`config.mk`:
```
export PLATFORM = sky130hd
export DESIGN_NAME = hb_sweep_osc
export DESIGN_NICKNAME = d
export VERILOG_FILES = /design/src/rtl/hb_osc_pkg.sv /design/src/rtl/hb_sweep_step.sv /design/src/rtl/hb_phase_gen.sv /design/src/rtl/hb_gate_drive.sv /design/src/rtl/hb_sweep_osc.sv
export SDC_FILE = /design/constraint.sdc
export NUM_CORES = 1
export LEC_CHECK = 0
export BUFFER_PORTS_ARGS = -buffer_cell sky130_fd_sc_hd__buf_2
export CAP_MARGIN = 20
export CELL_PAD_IN_SITES_DETAIL_PLACEMENT = 1
export CELL_PAD_IN_SITES_GLOBAL_PLACEMENT = 1
export CORE_UTILIZATION = 45
export DETAILED_ROUTE_END_ITERATION = 10
export PLACE_DENSITY = 0.91
export SLEW_MARGIN = 30
export SYNTH_ARGS = -nofsm -noshare
export SYNTH_HDL_FRONTEND = slang
export SYNTH_SLANG_ARGS = --single-unit
```
`constraint.sdc`:
```
create_clock -name clk_i -period 6.9 [get_ports clk_i]
set_input_delay 1.035 -clock clk_i [delete_from_list [all_inputs] [get_ports clk_i]]
set_output_delay 1.035 -clock clk_i [all_outputs]
set_load 0.01 [all_outputs]
```
`src/rtl/hb_osc_pkg.sv`:
```
package hb_osc_pkg;
  typedef enum logic [1:0] {
    SEL_OFF     = 2'd0,
    SEL_LOWONLY = 2'd1,
    SEL_SWEEP   = 2'd2,
    SEL_OPER    = 2'd3
  } sel_e;
endpackage

```
`src/rtl/hb_sweep_step.sv`:
```
module hb_sweep_step #(
  parameter int HW = 16,
  parameter int KW = 4
) (
  input  logic          clk_i,
  input  logic          rst_ni,
  input  logic          start_i,
  input  logic          adv_i,
  input  logic [HW-1:0] pre_h_i,
  input  logic [HW-1:0] end_h_i,
  input  logic [KW-1:0] k_i,
  output logic [HW-1:0] h_o
);
  logic [HW-1:0] h_q, diff, inc, nxt;

  always_comb begin
    diff = end_h_i - h_q;
    inc  = diff >> k_i;
    if (inc == '0) inc = {{(HW-1){1'b0}}, 1'b1};
    // saturating step: lands on end value exactly
    nxt = (h_q >= end_h_i) ? end_h_i : h_q + inc;
  end

  always_ff @(posedge clk_i or negedge rst_ni) begin
    if (!rst_ni)      h_q <= '0;
    else if (start_i) h_q <= pre_h_i;
    else if (adv_i)   h_q <= nxt;
  end

  assign h_o = h_q;


  load_chk: assert property (@(posedge clk_i) disable iff (!rst_ni)
    start_i |=> h_q == $past(pre_h_i));

  rises_chk: assert property (@(posedge clk_i) disable iff (!rst_ni)
    (adv_i && !start_i && h_q < end_h_i) |=> h_q > $past(h_q));

  clamp_chk: assert property (@(posedge clk_i) disable iff (!rst_ni)
    (adv_i && !start_i && h_q >= end_h_i) |=> h_q == $past(end_h_i));
endmodule

```
`src/rtl/hb_phase_gen.sv`:
```
module hb_phase_gen #(
  parameter int HW = 16
) (
  input  logic          clk_i,
  input  logic          rst_ni,
  input  logic [HW-1:0] next_h_i,
  output logic          mclk_o,
  output logic [HW-1:0] el_o,
  output logic          bnd_o
);
  localparam logic [HW-1:0] ONE = {{(HW-1){1'b0}}, 1'b1};

  logic          ph_q;
  logic [HW-1:0] el_q, half_q, new_h;
  logic          half_end;

  assign half_end = (el_q == half_q - ONE);
  assign bnd_o    = !ph_q && half_end;
  assign new_h    = (next_h_i == '0) ? ONE : next_h_i;

  always_ff @(posedge clk_i or negedge rst_ni) begin
    if (!rst_ni) begin
      ph_q   <= 1'b0;
      el_q   <= '0;
      half_q <= ONE;
    end else if (half_end) begin
      el_q <= '0;
      ph_q <= !ph_q;
      if (!ph_q) half_q <= new_h;
    end else begin
      el_q <= el_q + ONE;
    end
  end

  assign mclk_o = ph_q;
  assign el_o   = el_q;


  el_range_chk: assert property (@(posedge clk_i) disable iff (!rst_ni)
    el_q < half_q);

  bnd_rise_chk: assert property (@(posedge clk_i) disable iff (!rst_ni)
    bnd_o |=> mclk_o && el_q == '0);

  half_hold_chk: assert property (@(posedge clk_i) disable iff (!rst_ni)
    !bnd_o |=> half_q == $past(half_q));
endmodule

```
`src/rtl/hb_gate_drive.sv`:
```
module hb_gate_drive
  import hb_osc_pkg::*;
#(
  parameter int HW = 16,
  parameter int DW = 8
) (
  input  logic          clk_i,
  input  logic          rst_ni,
  input  sel_e          sel_i,
  input  logic          ph_i,
  input  logic [HW-1:0] el_i,
  input  logic [DW-1:0] dt_i,
  output logic          hi_o,
  output logic          lo_o
);
  localparam int CW = (HW > DW) ? HW : DW;

  logic [CW-1:0] el_w, dt_w;
  logic          en;

  assign el_w = CW'(el_i);
  assign dt_w = CW'(dt_i);
  assign en   = (el_w >= dt_w);

  always_comb begin
    unique case (sel_i)
      SEL_OFF:     begin hi_o = 1'b0; lo_o = 1'b0; end
      SEL_LOWONLY: begin hi_o = 1'b0; lo_o = 1'b1; end
      default:     begin hi_o = ph_i && en; lo_o = !ph_i && en; end
    endcase
  end


  no_overlap_chk: assert property (@(posedge clk_i) disable iff (!rst_ni)
    !(hi_o && lo_o));

  off_low_chk: assert property (@(posedge clk_i) disable iff (!rst_ni)
    sel_i == SEL_OFF |-> !hi_o && !lo_o);

  lowonly_chk: assert property (@(posedge clk_i) disable iff (!rst_ni)
    sel_i == SEL_LOWONLY |-> lo_o && !hi_o);

  gap_chk: assert property (@(posedge clk_i) disable iff (!rst_ni)
    (dt_i != '0 && sel_i == $past(sel_i) && $rose(hi_o)) |-> !$past(lo_o));
endmodule

```
`src/rtl/hb_sweep_osc.sv`:
```
module hb_sweep_osc
  import hb_osc_pkg::*;
#(
  parameter int HW = 16,
  parameter int DW = 8,
  parameter int KW = 4
) (
  input  logic          clk_i,
  input  logic          rst_ni,
  input  logic [1:0]    sel_i,
  input  logic          sweep_start_i,
  input  logic [HW-1:0] pre_half_i,
  input  logic [HW-1:0] end_half_i,
  input  logic [HW-1:0] op_half_i,
  input  logic [KW-1:0] sweep_k_i,
  input  logic [DW-1:0] dead_i,
  output logic          mclk_o,
  output logic          hi_o,
  output logic          lo_o
);
  sel_e          sel;
  logic [HW-1:0] sweep_h, next_h, el;
  logic          bnd, adv;

  assign sel    = sel_e'(sel_i);
  assign adv    = bnd && (sel == SEL_SWEEP);
  assign next_h = (sel == SEL_OPER) ? op_half_i : sweep_h;

  hb_sweep_step #(.HW(HW), .KW(KW)) u_step (
    .clk_i   (clk_i),
    .rst_ni  (rst_ni),
    .start_i (sweep_start_i),
    .adv_i   (adv),
    .pre_h_i (pre_half_i),
    .end_h_i (end_half_i),
    .k_i     (sweep_k_i),
    .h_o     (sweep_h)
  );

  hb_phase_gen #(.HW(HW)) u_phase (
    .clk_i    (clk_i),
    .rst_ni   (rst_ni),
    .next_h_i (next_h),
    .mclk_o   (mclk_o),
    .el_o     (el),
    .bnd_o    (bnd)
  );

  hb_gate_drive #(.HW(HW), .DW(DW)) u_gate (
    .clk_i  (clk_i),
    .rst_ni (rst_ni),
    .sel_i  (sel),
    .ph_i   (mclk_o),
    .el_i   (el),
    .dt_i   (dead_i),
    .hi_o   (hi_o),
    .lo_o   (lo_o)
  );
endmodule

```
* Word-level counts from Yosys, hierarchy flattened
Cells that the tools add are included. W data, S select, Z words.
Word-level totals: register bits 49, latch bits 0, RAM bits 0, bits in read-only memories 0, output and inout bits 3, word-level logic and storage cells 36, memories kept 0
Operators by class: $add $sub $neg 4, $mul 0, div/mod/pow operators 0, order comparisons 2, equality and inequality tests 4, shifts and indexed selects 1, muxes and demuxes 9, bitwise logic cells 1, reductions and logical operators 11
Operators with widths (count):
- $mux W16 | 7
- $logic_not A16 Y1 | 2
- $add A16 B1 Y16 const B | 1
- $add A16 B16 Y16 | 1
- $eq A16 B16 Y1 | 1
- $ge A16 B16 Y1 | 1
- $ge A16 B8 Y1 | 1
- $shr A16 B4 Y16 | 1
- $sub A16 B1 Y16 const B | 1
- $sub A16 B16 Y16 | 1
- $eq A2 B2 Y1 const B | 2
- $logic_and A1 B1 Y1 | 4
- $eq A2 B1 Y1 const B | 1
- $logic_not A2 Y1 | 1
- $pmux W1 S2 | 1
- $reduce_and A2 Y1 | 1
- $reduce_bool A2 Y1 | 1
- $reduce_or A2 Y1 | 1
- $logic_not A1 Y1 | 1
- $mux W1 | 1
- $not A1 Y1 | 1

* Longest topological paths before layout
Gate-level depths: netlist of run 1.
depth in word-level cells 8, gate-level depth with buffers 26

* Modules after synthesis
Synthesis of run 1 repeated with hierarchy kept, for this count alone.
Unflattened totals: cell total of the unflattened synthesis 704, area, all modules 5982.0 um2
Modules (own cells, without submodules):
- hb_sweep_step | times used 1, cells an instance 457, area an instance 3450.8 um2
- hb_phase_gen | times used 1, cells an instance 191, area an instance 2003.2 um2
- hb_gate_drive | times used 1, cells an instance 37, area an instance 282.8 um2
- hb_sweep_osc | times used 1, cells an instance 19, area an instance 245.2 um2

* Least setup slack after synthesis of run 1
Ideal clock, no wire load.
path type input port to flip-flop, start point input port end_half_i[6], end point register u_step.h_q[14] (netlist: u_step.h_o[14]), library setup time 0.095 ns, arrival time 5.667 ns, data required time 6.805 ns, path slack 1.138 ns, stages 23, cells stage by stage ha_1 > a211o_1 > or2_1 > o21a_1 > or4_1 > o211a_2 > mux4_2 > o2bb2ai_1 > a31o_1 > a31o_1 > o31ai_2 > ha_1 > fa_1 > a21o_1 > a21o_1 > a21oi_1 > o21ai_0 > a211oi_1 > o31ai_1 > a21oi_1 > xnor2_1 > mux2i_1 > o31ai_1
On the way: cells in the longest elaborated chain, start to end 8, elaborated cells on any way between the ends 9, classes of those cells add/sub: 2; order compare: 1; shift: 1; mux: 4; reduce/logical: 1
Ends and longest elaborated chain:
- start, declared | line hb_sweep_osc.sv:13 | input logic [HW-1:0] end_half_i,
- $sub A16 B16 Y16 | line hb_sweep_step.sv:17 | diff = end_h_i - h_q;
- $shr A16 B4 Y16 | line hb_sweep_step.sv:18 | inc = diff >> k_i;
- $logic_not A16 Y1 | line hb_sweep_step.sv:19 | if (inc == '0) inc = {{(HW-1){1'b0}}, 1'b1};
- $mux W16 | line hb_sweep_step.sv:19
- $add A16 B16 Y16 | line hb_sweep_step.sv:21 | nxt = (h_q >= end_h_i) ? end_h_i : h_q + inc;
- $mux W16 * | line hb_sweep_step.sv:21
- $mux W16 * | line hb_sweep_step.sv:27 | else if (adv_i) h_q <= nxt;
- $mux W16 * | line hb_sweep_step.sv:26 | else if (start_i) h_q <= pre_h_i;
- end signal, assigned | line hb_sweep_step.sv:26
- end signal, assigned | line hb_sweep_step.sv:27
- end, declared | line hb_sweep_step.sv:14 | logic [HW-1:0] h_q, diff, inc, nxt;
Every way passes the cells marked *; elsewhere a longest branch is shown, timed or not. The select of a mux whose other input is x is not followed. A chain may end at the register's enable or synchronous reset.

* Final worst setup path of run 1
start point input port end_half_i[0], end point register u_step.h_q[15] (netlist: u_step.h_o[15])
Same word-level chain as after synthesis.

==> out/results.ini, run 1 <==
[detailed_routing]
vias_per_cell = 6.181
drtPass1Iterations = 5
finalWirelength_um = 19530
drt_iter0_markers = 507
wire_per_inst_um = 21.07
final_antenna_net_count = 0
route.detailed.drc = 0
num_vias = 5730

[clock_network]
ctsHoldBuffers = 0
clk_path_buf_depth = 2
cts-root-buf = clkbuf_16
post_cts_buffers = 0
cts.sink_count = 49
post_cts_resized = 0
cts.clk_slew.worst_paths_ns = 0.07
cts_made_buffers = 5
htree_levels = 2
insertion_delay_ns = 0.30
cts_tree = built

[yosys]
async_reset_ff_frac = 1.000
synth_nets = 823
yosys_warnings = 0
synth_top_area_share = 0.2146
yosys.area.top_type = dfrtp_1
ys_seq_elements = 49
syn_area_mm2 = 0.005598
seq_area_frac_synth = 0.2193
ys_top_cells_by_area = dfrtp_1 (21%), ha_1 (9.4%), mux2i_1 (5.9%)
synth_edf_count = 0
synthDistinctLibCells = 70
syn-instance-count = 714
syn_area_per_cell_um2 = 7.840
synth_ff_type = dfrtp_1

[finish]
nets = 867
multi_input_area_mm2 = 0.004081
antenna_cells = 0
drive_gt1_frac = 0.1489
n_fill_cell = 1540
final_area_mm2 = 0.006228
syn_to_final_growth_pct = 11.27
ff_latch_area_mm2 = 0.001227

[worst_hold_path]
worstHoldPathType = reg -> reg

[critical_path]
worst_ep_arrival_time_ns = 6.69
required_ns = 7.09
path_class = in -> reg
critPathMaxFanout = 5
cp-end-kind = register
cp-start-kind = input port

[die]
initial_utilization = 0.4641
rows = 40
die-area_mm2 = 0.01289
num_io_pins = 68
dieHeight_um = 113.5
core_area_mm2 = 0.01206
die_x_um = 113.5

[global_route]
grt_util_met2 = 0.5329
track_usage = 0.3076
overflow = 0
met3_usage = 0.03719
antenna_found_initial = 0
grt_start_max_net_pins = 50
grt_busiest_layer = met2
grt_pass1_wl_um = 31030
grt_pass1_vias = 5889
use_met1 = 0.3989

[sta]
slew_headroom = 0.3412
finalSetupTns_ns = 0
whs_ns = 0.5513
worstMarginPinSlew_ns = 0.9744
slew_violations = 0
fin_crit_sh = 0.9426
post-route-min-period_ns = 6.504
hold_violations = 0
setup_viol = 0
setup_ws_ns = 0.3957
rsz0062_at_grt = no
fmaxAchievable_mhz = 153.7
finalClockSkew_ns = 0.01213

[job]
maxCapViolCount = 0

[power_and_ir_drop]
vdd_drop_max_uv = 111.6
p_leak_nw = 2.808
power_per_cell_area_mw_per_mm2 = 180.8
power.share.combinational = 0.461
power_switching_mw = 0.4467
seq_power_share = 0.279
sw_frac_of_total = 0.3968
clkPwrFrac = 0.260
p_int_mw = 0.6792

[placed_design]
dp_hpwl_um = 15500
place_ws_ns = 0.1659
io_buffers = 67
gp_congestion = 0.9361
postPlaceCellArea_mm2 = 0.006060

[outcome]
outcome = complete, no violations

## cell usage after synthesis, types with 3 or more instances
library cell / instances
nand4_1: 12
xnor2_1: 37
a31oi_1: 7
a21o_1: 12
o31ai_1: 8
o2111ai_1: 5
mux2i_1: 33
o21a_1: 6
nor3_1: 22
nor2b_1: 5
o211ai_1: 4
nand2b_1: 6
nor3b_1: 4
xor2_1: 23
ha_1: 42
o21ai_0: 33
a211oi_1: 19
inv_1: 42
and2_1: 4
nand3_1: 18
clkbuf_1: 28
or4_1: 6
nor4_1: 6
dfrtp_1: 48
o22ai_1: 5
a21oi_1: 56
and4_1: 3
or3_1: 5
nand2_1: 48
or2_2: 6
and3_1: 7
mux2_2: 14
buf_2: 7
nor2_1: 73
o21ai_1: 11
nand3b_1: 4
## worst max-delay path: stages
cell       delay [ns]
buf_2            0.10
inv_1            0.08
ha_1             0.15
inv_1            0.05
fa_1             0.41
a211oi_1         0.25
o21ai_1          0.19
and4_1           0.26
o2111ai_1        0.24
and2_1           0.20
a21oi_1          0.08
a21oi_1          0.44
o311a_1          0.27
o21ai_0          0.16
ha_1             0.35
a211oi_1         0.21
o21bai_1         0.14
o311a_1          0.33
a311oi_1         0.52
a21oi_1          0.20
a31oi_1          0.28
o21ai_0          0.17
xnor2_1          0.20
mux2i_1          0.12
o31ai_1          0.26
## per-layer routing
metal,vias to the layer above,share of wire
li1,2690,-
met1,2841,0.44
met2,164,0.48
met3,35,0.052
met4,0,0.025
met5,-,0
## sequential cells by signal, summed over array words and instances, names as in the netlist
| register | flops |
|---|---|
| u_phase.el_o | 16 |
| u_phase.half_q | 16 |
| u_phase.mclk_o | 1 |
| u_step.h_o | 16 |
## through the flow
step                  util  instances  power, mW
floorplan                -        714     0.6667
global placement    0.5022        919     0.8055
detailed placement  0.5024        919     0.8229
CTS                 0.5164        927      1.120
global route        0.5164        927      1.181
finish              0.5164        927      1.126
## logic make-up after synthesis
kind of cell / after synthesis / synth area share
compound gates: 198 / 0.2293
fa+ha+maj: 44 / 0.1010
xor+xnor: 60 / 0.09388
buf+inv: 78 / 0.05387
mux: 48 / 0.09119
simple gates: 237 / 0.2114
flops: 49 / 0.2193
## layout make-up
class                           instances  share of cell area
Multi-Input combinational cell        587              0.6553
Inverter                               42             0.02531
Tap cell                              168             0.03375
Timing Repair Buffer                   73             0.06147
Clock inverter                          3            0.007031
Sequential cell                        49              0.1971
Clock buffer                            5             0.02009
## power by group through the flow
stage | sequential [mW] | clock, mW | combinational (mW)
3_3_place_gp | 0.318 | 0 | 0.487
5_1_grt | 0.314 | 0.304 | 0.562
4_1_cts | 0.313 | 0.296 | 0.511
6_report | 0.314 | 0.293 | 0.519
2_1_floorplan | 0.309 | 0 | 0.358
3_5_place_dp | 0.319 | 0 | 0.504
## final timing paths
kind / from / end / slack, ns / cells past startpoint
max: end_half_i[0] / u_step.h_o[15]$_DFFE_PN0P_ / 0.40 / 25
min: u_phase.half_q[0]$_DFFE_PN1P_ / u_phase.half_q[0]$_DFFE_PN1P_ / 0.55 / 2
max reg2reg: u_step.h_o[1]$_DFFE_PN0P_ / u_step.h_o[15]$_DFFE_PN0P_ / 0.73 / 21
min reg2reg: u_phase.half_q[0]$_DFFE_PN1P_ / u_phase.half_q[0]$_DFFE_PN1P_ / 0.55 / 2
max in group asynchronous: rst_ni / u_phase.half_q[3]$_DFFE_PN0P_ / 5.70 / 1
min in group asynchronous: rst_ni / u_phase.el_o[14]$_DFF_PN0_ / 0.75 / 1
## placed cells by master (no fill, tap or decap), types with 6 or more instances in the layout
master / count
nor2_1: 73
a211oi_1: 19
o21ai_0: 33
dfrtp_1: 48
xor2_1: 23
o21ai_1: 11
mux2_2: 14
inv_1: 42
a31oi_1: 7
or4_1: 6
nand4_1: 12
or2_2: 6
a21oi_1: 55
xnor2_1: 37
a21o_1: 12
buf_2: 66
nand3_1: 18
nand2b_1: 6
nand2_1: 48
nor4_1: 6
ha_1: 42
buf_4: 7
mux2i_1: 33
and3_1: 7
o21a_1: 6
nor3_1: 22
o31ai_1: 8
(Power assumes the default switching activity.)
==> run 2: changes to the inputs <==
--- a/config.mk
+++ b/config.mk
@@ -9,10 +9,10 @@
 export CAP_MARGIN = 20
 export CELL_PAD_IN_SITES_DETAIL_PLACEMENT = 1
 export CELL_PAD_IN_SITES_GLOBAL_PLACEMENT = 1
-export CORE_UTILIZATION = 45
+export CORE_UTILIZATION = 48
 export DETAILED_ROUTE_END_ITERATION = 10
-export PLACE_DENSITY = 0.91
-export SLEW_MARGIN = 30
+export PLACE_DENSITY = 0.95
+export SLEW_MARGIN = 20
 export SYNTH_ARGS = -nofsm -noshare
 export SYNTH_HDL_FRONTEND = slang
 export SYNTH_SLANG_ARGS = --single-unit
==> constraint.sdc (replaced) <==
create_clock -name clk_i -period 8.2 [get_ports clk_i]
set_input_delay 1.23 -clock clk_i [delete_from_list [all_inputs] [get_ports clk_i]]
set_output_delay 1.23 -clock clk_i [all_outputs]
set_load 0.01 [all_outputs]
==> run 2 against run 1 <==
Net effect: cell area down 0.62%; global-route usage up 2.6 points; setup slack improved by 0.99 ns; non-clock buffer count down 2; sequential share of layout area up 0.12 points; count of clock-buffer cells in the layout stayed put; critical path depth stayed put; utilization increased by 2.8 points; sequential power down 16%; hold slack improved by 0.024 ns; final cell count shrank 2.9%; flip-flop and latch count unchanged; critical endpoint is now u_step.h_o[13]$_DFFE_PN0P_; largest power group unchanged; highest routed layer unchanged.
==> out/results.ini, run 2 (synthesis gave the netlist of run 1 again) <==
[outcome]
outcome = complete, no violations

[placed_design]
gp_congestion = 0.8960
dp_hpwl_um = 15390
place_ws_ns = 1.343
dpl.cell_count = 892
io_buffers = 67

[worst_hold_path]
worstHoldPathType = reg -> reg
min-delay-start = u_phase.half_q[0]$_DFFE_PN1P_
worstHoldPathCells = 2
holdPathEnd = u_phase.half_q[0]$_DFFE_PN1P_

[power_and_ir_drop]
power.share.combinational = 0.462
p_leak_nw = 2.799
p_total_mw = 0.9386
vdd_drop_max_uv = 116.2
sw_frac_of_total = 0.3937
power_switching_mw = 0.3695
p_int_mw = 0.5691
seq_power_share = 0.281
power_per_cell_area_mw_per_mm2 = 151.6
clkPwrFrac = 0.257

[clock_network]
cts_tree = built
cts_made_buffers = 5
cts.sink_count = 49
clk_path_buf_depth = 2
cts-root-buf = clkbuf_16
htree_levels = 2
post_cts_resized = 0
post_cts_buffers = 0
insertion_delay_ns = 0.30
cts.clk_slew.worst_paths_ns = 0.07
ctsHoldBuffers = 0

[global_route]
antenna_found_initial = 0
grt_start_max_net_pins = 50
grt_pass1_vias = 5890
overflow = 0
track_usage = 0.3334
grt_pass1_wl_um = 30790

[sta]
hold_violations = 0
whs_ns = 0.5749
rsz0062_at_grt = no
fin_crit_sh = 0.8315
setup_viol = 0
fmaxAchievable_mhz = 146.7
setup_ws_ns = 1.382
finalSetupTns_ns = 0
post-route-min-period_ns = 6.818
slew_violations = 0
worstMarginPinSlew_ns = 0.8961
finalClockSkew_ns = 0.009204
slew_headroom = 0.3942

[critical_path]
path_class = in -> reg
worst_ep_arrival_time_ns = 6.96
timing.rr.end = u_step.h_o[13]$_DFFE_PN0P_
r2r_start = u_step.h_o[1]$_DFFE_PN0P_
cp-end-kind = register
r2r_cells = 21
required_ns = 8.35
critPathMaxFanout = 5
r2r_slack_ns = 1.78
cp-start-kind = input port

[finish]
syn_to_final_growth_pct = 10.57
fin_cells = 900
n_fill_cell = 1397
nets = 865
multi_input_area_mm2 = 0.004089
ff_latch_area_mm2 = 0.001227
drive_gt1_frac = 0.1466
mostFrequentLayoutCells = nor2_1 (73), buf_2 (66), a21oi_1 (55)
antenna_cells = 0
final_common_cell = nor2_1

[detailed_routing]
vias_per_cell = 6.456
finalWirelength_um = 19870
met3_length_um = 960
final_antenna_net_count = 0
met2WireLength_um = 9812
route.detailed.drc = 0
drt_iter0_markers = 394
top_layer = met4
met1_length_um = 8432
drtPass1Iterations = 5
num_vias = 5810
wire_per_inst_um = 22.08

[die]
die_x_um = 110.0
num_io_pins = 68
die-area_mm2 = 0.01210
core_area_mm2 = 0.01137
initial_utilization = 0.4924
dieHeight_um = 110.0
rows = 39

[job]
maxCapViolCount = 0

run 2: how the worst max path moves through the flow:
stage / cells past startpoint / end / slack [ns] / startpoint
floorplan: 23 / u_step.h_o[14]$_DFFE_PN0P_ / 2.24 / end_half_i[6]
global placement: 27 / u_step.h_o[14]$_DFFE_PN0P_ / 1.48 / end_half_i[0]
detailed placement: 25 / u_step.h_o[15]$_DFFE_PN0P_ / 1.34 / end_half_i[0]
CTS: 25 / u_step.h_o[15]$_DFFE_PN0P_ / 1.50 / end_half_i[0]
global route: 27 / u_step.h_o[14]$_DFFE_PN0P_ / 1.18 / end_half_i[0]
finish: 25 / u_step.h_o[13]$_DFFE_PN0P_ / 1.38 / end_half_i[0]
run 2: area by class of cell:
cell class	instances	area share
Tap cell	143	0.02891
Timing Repair Buffer	71	0.05943
Inverter	42	0.02547
Clock inverter	3	0.007075
Sequential cell	49	0.1983
Clock buffer	5	0.02021
Multi-Input combinational cell	587	0.6606
run 2: metal layers:
metal,global-route usage,vias to the layer above
met4,0.1410,0
met2,0.5844,190
met5,0,-
met3,0.04115,54
li1,-,2687
met1,0.4106,2879
run 2: worst max-delay path: stages:
cell,delay (ns)
buf_2,0.09
inv_1,0.09
ha_1,0.16
inv_1,0.06
fa_1,0.44
a211oi_1,0.25
o21ai_1,0.21
nand3_1,0.21
nand4_1,0.17
and2_1,0.21
a21oi_1,0.15
a21oi_1,0.12
o311a_1,0.40
o21ai_0,0.44
ha_1,0.37
a211oi_1,0.23
o21bai_1,0.16
o311a_1,0.34
a311oi_1,0.47
a21oi_1,0.21
a31oi_1,0.30
xnor2_1,0.16
mux2_2,0.28
mux2i_1,0.14
o21ai_0,0.09
run 2: power by group through the flow:
stage / logic [mW] / clock network (mW) / registers [mW]
3_3_place_gp: 0.399 / 0 / 0.267
6_report: 0.433 / 0.241 / 0.264
3_5_place_dp: 0.416 / 0 / 0.268
2_1_floorplan: 0.301 / 0 / 0.260
5_1_grt: 0.468 / 0.252 / 0.264
4_1_cts: 0.424 / 0.244 / 0.263
run 2: stage by stage:
step / util / instance area, um2
6_report: 0.5444 / 6190
5_1_grt: 0.5444 / 6190
4_1_cts: 0.5435 / 6180
3_5_place_dp: 0.5287 / 6011
3_3_place_gp: 0.5287 / 6011
2_1_floorplan: - / 5598
==> run 3: changes to the inputs <==
--- a/config.mk
+++ b/config.mk
@@ -9,9 +9,9 @@
 export CAP_MARGIN = 20
 export CELL_PAD_IN_SITES_DETAIL_PLACEMENT = 1
 export CELL_PAD_IN_SITES_GLOBAL_PLACEMENT = 1
-export CORE_UTILIZATION = 48
+export CORE_UTILIZATION = 45
 export DETAILED_ROUTE_END_ITERATION = 10
-export PLACE_DENSITY = 0.95
+export PLACE_DENSITY = 0.91
 export SLEW_MARGIN = 20
 export SYNTH_ARGS = -nofsm -noshare
 export SYNTH_HDL_FRONTEND = slang
==> constraint.sdc (replaced) <==
create_clock -name clk_i -period 6.6 [get_ports clk_i]
set_input_delay 0.99 -clock clk_i [delete_from_list [all_inputs] [get_ports clk_i]]
set_output_delay 0.99 -clock clk_i [all_outputs]
set_load 0.01 [all_outputs]
==> run 3 against run 2 <==
Net effect: utilization decreased by 2.3 points; combinational power increased by 26%; hold slack got worse by 0.024 ns.
==> out/results.ini, run 3 (synthesis gave the netlist of run 1 again) <==
[outcome]
outcome = complete, no violations

[placed_design]
dp_hpwl_um = 15520
gp_congestion = 0.9234
io_buffers = 67
dpl.cell_count = 924
place_ws_ns = -0.02857
postPlaceCellArea_mm2 = 0.006095

[worst_hold_path]
worstHoldPathType = reg -> reg
worstHoldPathCells = 2

[detailed_routing]
wire_per_inst_um = 21.36
drtPass1Iterations = 5
finalWirelength_um = 19910
num_vias = 5776
drt_iter0_markers = 359
vias_per_cell = 6.197
route.detailed.drc = 0
final_antenna_net_count = 0

[sta]
setup_ws_ns = 0.4095
slew_headroom = 0.4051
setup_viol = 0
slew_violations = 0
finalClockSkew_ns = 0.007393
worstMarginPinSlew_ns = 0.8800
hold_violations = 0
whs_ns = 0.5508
rsz0062_at_grt = no
fin_crit_sh = 0.9380
fmaxAchievable_mhz = 161.5
post-route-min-period_ns = 6.190

[critical_path]
critPathMaxFanout = 6
required_ns = 6.81
r2r_cells = 24
worst_ep_arrival_time_ns = 6.40
path_class = in -> reg
cp-end-kind = register
cp-start-kind = input port

[clock_network]
cts.clk_slew.worst_paths_ns = 0.07
cts_tree = built
htree_levels = 2
clk_path_buf_depth = 2
cts_made_buffers = 5
ctsHoldBuffers = 0
cts-root-buf = clkbuf_16
insertion_delay_ns = 0.30
cts.sink_count = 49

[power_and_ir_drop]
p_total_mw = 1.182
p_leak_nw = 2.830
vdd_drop_max_uv = 93.61
power_per_cell_area_mw_per_mm2 = 188.1

[finish]
final_common_cell = nor2_1
final_area_mm2 = 0.006284
mostFrequentLayoutCells = nor2_1 (73), buf_2 (66), a21oi_1 (53)
syn_to_final_growth_pct = 12.25
drive_gt1_frac = 0.1584
fin_cells = 932
nets = 872
antenna_cells = 0

[global_route]
grt_pass1_wl_um = 31860
antenna_found_initial = 0
grt_pass1_vias = 5918
grt_start_max_net_pins = 50
overflow = 0
track_usage = 0.3130

[job]
maxCapViolCount = 0

[die]
core_area_mm2 = 0.01206
dieHeight_um = 113.5
die-area_mm2 = 0.01289
die_x_um = 113.5
rows = 40
initial_utilization = 0.4641
num_io_pins = 68

## run 3: layout make-up
cell class	count	area, um2
clock buffers	5	125.1
clock inverters	3	46.29
fillers	1519	5778
inverters	42	157.7
multi-input cells	587	4096
flip-flops and latches	49	1227
well taps	168	210.2
repair buffers	78	420.4
## run 3: repair_timing
| item | 4_1_cts | 5_1_grt |
|---|---|---|
| buffers inserted | 0 | 0 |
| endpoints found under the setup margin | 0 | 6 |
| gates resized for setup | 0 | 4 |
## run 3: metal layers
metal / vias up / share of wire / global-route usage
met3: 43 / 0.039 / 0.02710
met5: - / 0 / 0
met4: 0 / 0.031 / 0.1123
li1: 2701 / - / -
met1: 2862 / 0.46 / 0.4313
met2: 170 / 0.47 / 0.5122
## run 3: path summary, 6_finish.rpt
path / startpoint / slack [ns] / to
setup / recovery: end_half_i[0] / 0.41 / u_step.h_o[14]$_DFFE_PN0P_
hold / removal: u_phase.half_q[0]$_DFFE_PN1P_ / 0.55 / u_phase.half_q[0]$_DFFE_PN1P_
setup reg to reg: u_step.h_o[6]$_DFFE_PN0P_ / 0.70 / u_step.h_o[14]$_DFFE_PN0P_
hold reg to reg: u_phase.half_q[0]$_DFFE_PN1P_ / 0.55 / u_phase.half_q[0]$_DFFE_PN1P_
max in group asynchronous: rst_ni / 5.44 / u_step.h_o[13]$_DFFE_PN0P_
min in group asynchronous: rst_ni / 0.73 / u_phase.half_q[11]$_DFFE_PN0P_
## run 3: power breakdown
| group | internal, mW | switching, mW | leakage [nW] | total [mW] |
|---|---|---|---|---|
| clock network | 0.180 | 0.129 | 0.0800 | 0.309 |
| logic | 0.227 | 0.319 | 2.19 | 0.546 |
| registers | 0.309 | 0.0187 | 0.559 | 0.327 |
## run 3: critical path, stage by stage
cell	delay, ns
buf_2	0.09
inv_1	0.09
ha_1	0.15
inv_1	0.05
fa_1	0.42
a211oi_1	0.22
o21ai_1	0.21
and4_1	0.27
nor3_1	0.27
nor3_1	0.10
a21oi_2	0.26
a21oi_1	0.11
a21o_1	0.21
or4_1	0.55
o31ai_2	0.27
ha_1	0.25
fa_1	0.25
a21o_1	0.13
a21o_1	0.15
a21oi_1	0.10
o21ai_1	0.27
a211oi_1	0.16
o31ai_1	0.28
a21oi_1	0.12
xnor2_1	0.16
mux2i_1	0.09
o31ai_1	0.18
## run 3: through the flow
step                utilization  setup TNS, ns
finish                   0.5210              0
global route             0.5210              0
CTS                      0.5195              0
detailed placement       0.5053       -0.02857
global placement         0.5053              0
floorplan                     -              0
